File: src/rtl/page_walker.sv
module page_walker #(
  parameter int LEVELS = 4,
  parameter int IDX_W  = 9,
  parameter int OFF_W  = 12,
  parameter int PPN_W  = 40,
  parameter int PTE_W  = 64
) (
  input  logic                            clk,
  input  logic                            rst_n,
  input  logic [PPN_W-1:0]                root_ppn,
  input  logic                            req_valid,
  output logic                            req_ready,
  input  logic [LEVELS*IDX_W+OFF_W-1:0]   req_va,
  input  logic                            req_write,
  input  logic                            req_user,
  output logic                            mem_rd_en,
  output logic                            mem_wr_en,
  output logic [PPN_W+OFF_W-1:0]          mem_addr,
  output logic [PTE_W-1:0]                mem_wdata,
  input  logic                            mem_rvalid,
  input  logic [PTE_W-1:0]                mem_rdata,
  output logic                            rsp_valid,
  output logic                            rsp_fault,
  output logic [1:0]                      rsp_cause,
  output logic [$clog2(LEVELS)-1:0]       rsp_level,
  output logic [PPN_W-1:0]                rsp_ppn,
  output logic [PPN_W+OFF_W-1:0]          rsp_pa,
  output logic                            rsp_xd
);
  localparam int VA_W  = LEVELS*IDX_W + OFF_W;
  localparam int LVL_W = $clog2(LEVELS);
  localparam int ENT_W = OFF_W - IDX_W;
  localparam int B_P = 0, B_RW = 1, B_US = 2, B_A = 5, B_D = 6;
  localparam logic [LVL_W-1:0] LAST = LVL_W'(LEVELS-1);

  typedef enum logic [2:0] {S_IDLE, S_ISSUE, S_WAIT, S_WB, S_DONE} st_t;

  st_t               state;
  logic [VA_W-1:0]   va_q;
  logic              wr_q, usr_q;
  logic [LVL_W-1:0]  lvl_q;
  logic [PPN_W-1:0]  base_q;
  logic [PTE_W-1:0]  pte_q;
  logic [1:0]        cause_q;
  logic [LVL_W-1:0]  flvl_q;
  logic [PPN_W-1:0]  ppn_q;
  logic              xd_q;

  logic [IDX_W-1:0]  idx;
  logic              last;
  logic [1:0]        cause;
  logic [PTE_W-1:0]  upd;
  logic              step;
  logic [PTE_W-1:0]  nxt;

  assign idx  = va_q[OFF_W + (LEVELS-1-int'(lvl_q))*IDX_W +: IDX_W];
  assign last = (lvl_q == LAST);

  always_comb begin
    if (!mem_rdata[B_P])                 cause = 2'd1;
    else if (wr_q && !mem_rdata[B_RW])   cause = 2'd2;
    else if (usr_q && !mem_rdata[B_US])  cause = 2'd3;
    else                                 cause = 2'd0;
    upd = mem_rdata;
    upd[B_A] = 1'b1;
    if (last && wr_q) upd[B_D] = 1'b1;
  end

  assign step = (state == S_WB) ||
                (state == S_WAIT && mem_rvalid && cause == 2'd0 && upd == mem_rdata);
  assign nxt  = (state == S_WB) ? pte_q : mem_rdata;

  always_ff @(posedge clk) begin
    if (!rst_n) begin
      state   <= S_IDLE;
      va_q    <= '0;
      wr_q    <= 1'b0;
      usr_q   <= 1'b0;
      lvl_q   <= '0;
      base_q  <= '0;
      pte_q   <= '0;
      cause_q <= '0;
      flvl_q  <= '0;
      ppn_q   <= '0;
      xd_q    <= 1'b0;
    end else begin
      case (state)
        S_IDLE: if (req_valid) begin
          va_q   <= req_va;
          wr_q   <= req_write;
          usr_q  <= req_user;
          lvl_q  <= '0;
          base_q <= root_ppn;
          state  <= S_ISSUE;
        end
        S_ISSUE: state <= S_WAIT;
        S_WAIT: if (mem_rvalid) begin
          if (cause != 2'd0) begin
            cause_q <= cause;
            flvl_q  <= lvl_q;
            ppn_q   <= '0;
            xd_q    <= 1'b0;
            state   <= S_DONE;
          end else if (upd != mem_rdata) begin
            pte_q <= upd;
            state <= S_WB;
          end
        end
        S_DONE: state <= S_IDLE;
        default: ;
      endcase
      if (step) begin
        if (last) begin
          cause_q <= 2'd0;
          flvl_q  <= '0;
          ppn_q   <= nxt[OFF_W +: PPN_W];
          xd_q    <= nxt[PTE_W-1];
          state   <= S_DONE;
        end else begin
          lvl_q  <= lvl_q + 1'b1;
          base_q <= nxt[OFF_W +: PPN_W];
          state  <= S_ISSUE;
        end
      end
    end
  end

  assign req_ready = (state == S_IDLE);
  assign mem_rd_en = (state == S_ISSUE);
  assign mem_wr_en = (state == S_WB);
  assign mem_addr  = {base_q, idx, {ENT_W{1'b0}}};
  assign mem_wdata = pte_q;
  assign rsp_valid = (state == S_DONE);
  assign rsp_fault = (cause_q != 2'd0);
  assign rsp_cause = cause_q;
  assign rsp_level = flvl_q;
  assign rsp_ppn   = ppn_q;
  assign rsp_pa    = {ppn_q, va_q[OFF_W-1:0]};
  assign rsp_xd    = xd_q;

  assert_strobe_excl_R3: assert property (@(posedge clk) disable iff (!rst_n)
    !(mem_rd_en && mem_wr_en));
  assert_read_gap_R3: assert property (@(posedge clk) disable iff (!rst_n)
    mem_rd_en |=> !mem_rd_en);
  assert_rsp_pulse_R11: assert property (@(posedge clk) disable iff (!rst_n)
    rsp_valid |=> !rsp_valid);
  assert_busy_on_rsp_R11: assert property (@(posedge clk) disable iff (!rst_n)
    rsp_valid |-> !req_ready);
  assert_wb_sets_a_R7: assert property (@(posedge clk) disable iff (!rst_n)
    mem_wr_en |-> mem_wdata[B_A]);
  assert_wb_same_addr_R7: assert property (@(posedge clk) disable iff (!rst_n)
    mem_wr_en |-> $stable(mem_addr));
  assert_fault_no_wb_R10: assert property (@(posedge clk) disable iff (!rst_n)
    (rsp_valid && rsp_fault) |-> !$past(mem_wr_en));
endmodule

File: config.mk
export PLATFORM = sky130hd
export DESIGN_NAME = page_walker
export DESIGN_NICKNAME = d
export VERILOG_FILES = /design/src/rtl/page_walker.sv
export SDC_FILE = /design/constraint.sdc
export NUM_CORES = 1
export LEC_CHECK = 0
export ABC_AREA = 1
export BUFFER_PORTS_ARGS = -buffer_cell sky130_fd_sc_hd__buf_2
export CAP_MARGIN = 25
export CORE_UTILIZATION = 50
export DETAILED_ROUTE_END_ITERATION = 16
export PLACE_DENSITY_LB_ADDON = 0.05
export SYNTH_ARGS = -nofsm -noshare
export SYNTH_HDL_FRONTEND = slang
export SYNTH_SLANG_ARGS = --single-unit
File: constraint.sdc
create_clock -name clk -period 4 [get_ports clk]
set_input_delay 0 -clock clk [delete_from_list [all_inputs] [get_ports clk]]
set_output_delay 0 -clock clk [all_outputs]
set_load 0.02 [all_outputs]
Word-level counts from Yosys, hierarchy flattened
Index checks and enable logic that the tools add are counted.
Widths: inputs -> output; s select.
Word-level totals
  bits in registers: 204
  bits of input ports: 158
Cells by class
  reductions and logical operators: 17
  multiply operators: 1
  add/subtract/negate cells: 3
  bitwise operators: 1
  equal/unequal tests: 10
  mux-type cells: 40
  shift-type cells: 1
Operators with widths (number)
  $mux 40: 9
  $mux 64: 1
  $shiftx 48x9->9: 1
  $mux 2: 17
  $mux 3: 6
  $pmux 3 s4: 1
  $add 5x8->9 const A: 1
  $mul 3x5->8 const B: 1
  $reduce_and 4->1: 2
  $eq 3x2->1 const B: 2
  $logic_and 1x1->1: 6
  $mux 1: 6
  $reduce_bool 5->1: 1
  $ne 4x2->1 const B: 1
  $reduce_bool 2->1: 2
  $eq 3x1->1 const B: 1
  $eq 3x3->1 const B: 1
  $logic_not 3->1: 1
  $ne 3x2->1 const B: 1
  $ne 3x3->1 const B: 1
  $sub 2x2->3 const A: 1
  $add 2x1->2 const B: 1
  $eq 2x2->1: 1
  $eq 2x2->1 const B: 1
  other kinds (6): 7

Logic depth before layout (Yosys ltp)
  word-level depth: 11
  gate-level depth with buffers: 12
  gate-level depth less buffers: 11

Least setup slack after synthesis
Ideal clock, no wire load.
  kind: register to output
  start: register lvl_q[0]
  end: output mem_addr[3]
  cell stages (with the launch flop): 13
  arrival: 2.065 ns
  setup slack: 1.935 ns
  cell sequence: dfxtp_1 buf_2 inv_2 buf_1 ha_1 clkinv_1 nor2_1 inv_1 nor2_1 nand3_1 nand2_1 inv_1 nand2_1
On the way
  longest elaborated chain between the ends: 4
RTL lines
  from (decl): line 41  | logic [LVL_W-1:0] lvl_q;
  from (signal assigned): line 120  | lvl_q <= lvl_q + 1'b1;
  $sub 2x2->3: line 56  | assign idx = va_q[OFF_W + (LEVELS-1-int'(lvl_q))*IDX_W +: IDX_W];
  $mul 3x5->8: line 56
  $add 5x8->9: line 56
  $shiftx 48x9->9: line 56
  to (decl): line 18  | output logic [PPN_W+OFF_W-1:0] mem_addr,
Every way passes these cells.

Worst setup path after layout
  start: register lvl_q[1]
  end: output mem_addr[5]
The elaborated chain is that of the path after synthesis.

==> run_results.csv <==
group,metric,value,unit
outcome,outcome,"complete, no violations",
floorplan,io_pins,376,
detailed_routing,via_per_inst,5.02,
placed_design,gp_congestion,0.909,
timing,rsz0062_at_grt,"no",
timing,hold_violations,0,
floorplan,num_rows,53,
cells_and_area,layout_commonest_cell,"nand2_1",
synth,synth_warnings,0,
placed_design,port_buffers,372,
timing,report.final.slew_viol_count,0,
worst_setup_path,required,4.00,ns
synth,async_flop_share,0,%
floorplan,start_util,50.8,%
synth,synth-compound-area-share,15.9,%
global_route,grt_usage,33.4,%
global_route,grt_antenna_before_repair,2,
cts,clkTransAtPathRegs,0.06,ns
cts,cts_tree,"yes",
cts,cts_hold_buf,196,
detailed_routing,drc,0,
flow_run,cap_violations,0,
cells_and_area,regArea,4090,sq um
floorplan,die-area,21900,sq um
global_route,overflow,0,
power,p_leak,7.68,nW
cells_and_area,nFillCells,1794,
min_path,hold_path.class,"in -> reg",
cts,clkSinkCount,204,
cells_and_area,post-route-util,71.1,%
timing,setup_viol,0,
floorplan,fp.coreArea,21000,sq um
floorplan,fp.dieW,148,um
cts,insertion_delay,0.53,ns
cts,cts.path.max_buffers,3,
detailed_routing,wirelength,37700,um
power,powerDensity,515,nW/um^2
synth,synth_area_per_cell,6.40,sq um
synth,syn_area,10600,sq um
synth,synthXorXnorAreaFrac,0,%
cells_and_area,syn2layout_area_growth,40.0,%
detailed_routing,detailedRoute.firstIterationViolations,803,
cells_and_area,nets,2275,
cts,cts_setup_buffers,0,
cells_and_area,layout_common_cells,"nand2_1 (488), buf_2 (371), dfxtp_1 (203)",
power,p_seq_share,34.0,%
power,vdd_drop_max,0.390,mV
cts,htreeDepth,1,
synth,synth.ff_latch_count,204,
placed_design,dp_hpwl,23300,um
cts,post_cts_resized,0,
synth,synth_edf_count,0,
timing,period_share,76.8,%
timing,slew_headroom,35.1,%
detailed_routing,antenna_left,0,
power,clkPwrFrac,29.2,%
timing,finalSetupTns,0,ns
worst_setup_path,cp-end-kind,"output pin",
worst_setup_path,worstPathArrival,3.07,ns
cts,cts_buffers,24,
timing,period_minus_slack,3.07,ns
synth,synth_top_family_by_area,"simple AND/OR/NAND/NOR gates",
timing,finClkSkew,0.0187,ns
synth,synthAdderAreaFrac,0.235,%
detailed_routing,num_vias,12095,
global_route,grt_pass1_vias,11458,
synth,synthSimpleGateAreaFrac,29.9,%
synth,synth.mux.area_fraction,0,%
power,p_int,0.00469,W
worst_setup_path,critPathMaxFanout,27,
synth,yosysSeqAreaShare,38.4,%
synth,ys_types,33,
global_route,grt_max_degree,84,
power,p_switching,0.00299,W
timing,tightest_slew,0.974,ns
timing,fmax,326,MHz
timing,holdWs,0.0614,ns
global_route,grt_pass1_wl,58800,um
cells_and_area,multi_input_area,4930,sq um
power,p_comb_share,36.8,%
detailed_routing,firstDrtPassIters,5,
worst_setup_path,crit_type,"reg -> out",
worst_setup_path,startpoint_type,"register",
placed_design,dpl_cell_area,12100,sq um
synth,synth_top_flop_cell,"dfxtp_1",
cts,cts-root-buf,"clkbuf_16",
synth,postSynthCellCount,1664,
power,switching_share,38.9,%
floorplan,die-height,148,um
detailed_routing,drt-wirelength-per-cell,15.7,um
cells_and_area,post-route-cell-area,14900,sq um
power,p_total,0.00767,W
cells_and_area,drive_gt1_share,22.2,%
## routing by layer
metal	vias to the layer above	GRT usage (%)	share of wire [%]
met1	5440	41.8	42
met5	-	0	0
met3	95	4.85	6.5
met4	0	13.0	3.7
li1	6040	-	-
met2	520	57.9	48
## cell usage after synthesis (2+ instances only)
| cell | n | share of area (%) |
|---|---|---|
| o22ai_1 | 4 | 0.24 |
| or2_2 | 29 | 1.7 |
| buf_1 | 7 | 0.25 |
| buf_6 | 2 | 0.21 |
| o221ai_1 | 2 | 0.16 |
| nand2_1 | 488 | 17 |
| buf_4 | 65 | 4.6 |
| or2_0 | 3 | 0.18 |
| nand4_1 | 7 | 0.41 |
| clkinv_1 | 2 | 0.071 |
| o21ai_1 | 8 | 0.38 |
| buf_2 | 36 | 1.7 |
| dfxtp_1 | 204 | 38 |
| o21ai_0 | 177 | 8.3 |
| nand3_1 | 87 | 4.1 |
| nor2_4 | 2 | 0.21 |
| a21oi_1 | 132 | 6.2 |
| o211ai_1 | 7 | 0.49 |
| nand2_2 | 3 | 0.18 |
| ha_1 | 2 | 0.24 |
| nand3_4 | 3 | 0.49 |
| clkbuf_1 | 49 | 1.7 |
| nor2_1 | 133 | 4.7 |
| inv_1 | 192 | 6.8 |
| inv_2 | 6 | 0.21 |
| or2_1 | 7 | 0.41 |
## per-stage QoR
step,std cells,setup slack (ns)
6_report,2407,0.930
5_1_grt,2407,0.737
4_1_cts,2404,0.983
3_5_place_dp,2167,1.46
3_3_place_gp,2167,1.52
2_1_floorplan,1666,1.93
## cell families (layout without fill, tap and decap cells)
logic type | Yosys count | after routing
flip-flops | 204 | 204
other | 1 | 5
adder cells (fa/ha/maj) | 2 | 2
buffers and inverters | 360 | 824
AO/OA/AOI/OAI | 332 | 332
AND/OR/NAND/NOR | 765 | 765
## critical path: stages, from the launching register on
cell	delay (ns)
dfxtp_1	0.34
buf_4	0.33
inv_1	0.10
ha_1	0.54
clkinv_1	0.43
a21oi_1	0.22
o21ai_0	0.12
a21oi_1	0.17
o22ai_1	0.11
buf_2	0.17
## registers in the layout, summed over array words and instances, names as in the netlist
register / cells
rsp_ppn: 40
rsp_xd: 1
state: 3
usr_q: 1
rsp_cause: 2
lvl_q: 2
base_q: 40
rsp_level: 2
va_q: 48
wr_q: 1
mem_wdata: 64
## power groups by stage
stage	combinational [W]	sequential, W	clock [W]
detailed placement	0.00258	0.00264	0
finish	0.00282	0.00261	0.00224
floorplan	0.00170	0.00280	0
CTS	0.00278	0.00260	0.00226
global route	0.00314	0.00264	0.00235
global placement	0.00256	0.00264	0
## area by class of cell
type / instances / area share [%]
timing repair buffer: 583 / 26.7
clock inverter: 8 / 0.789
inverter: 200 / 5.04
antenna: 2 / 0.0336
tap: 275 / 2.31
clock buffer: 33 / 4.66
sequential: 204 / 27.4
multi-input combinational: 1102 / 33.1
## worst paths after layout
kind / startpoint / endpoint / slack, ns / cells past startpoint
max: lvl_q[1]$_SDFF_PN0_ / mem_addr[5] / 0.93 / 9
min: req_valid / state[0]$_SDFFE_PN0P_ / 0.06 / 5
max reg2reg: lvl_q[0]$_SDFF_PN0_ / mem_wdata[9]$_SDFFE_PN0P_ / 1.14 / 9
min reg2reg: mem_wdata[58]$_SDFFE_PN0P_ / mem_wdata[58]$_SDFFE_PN0P_ / 0.44 / 2
Note: power is estimated with default switching activity, not from simulation.
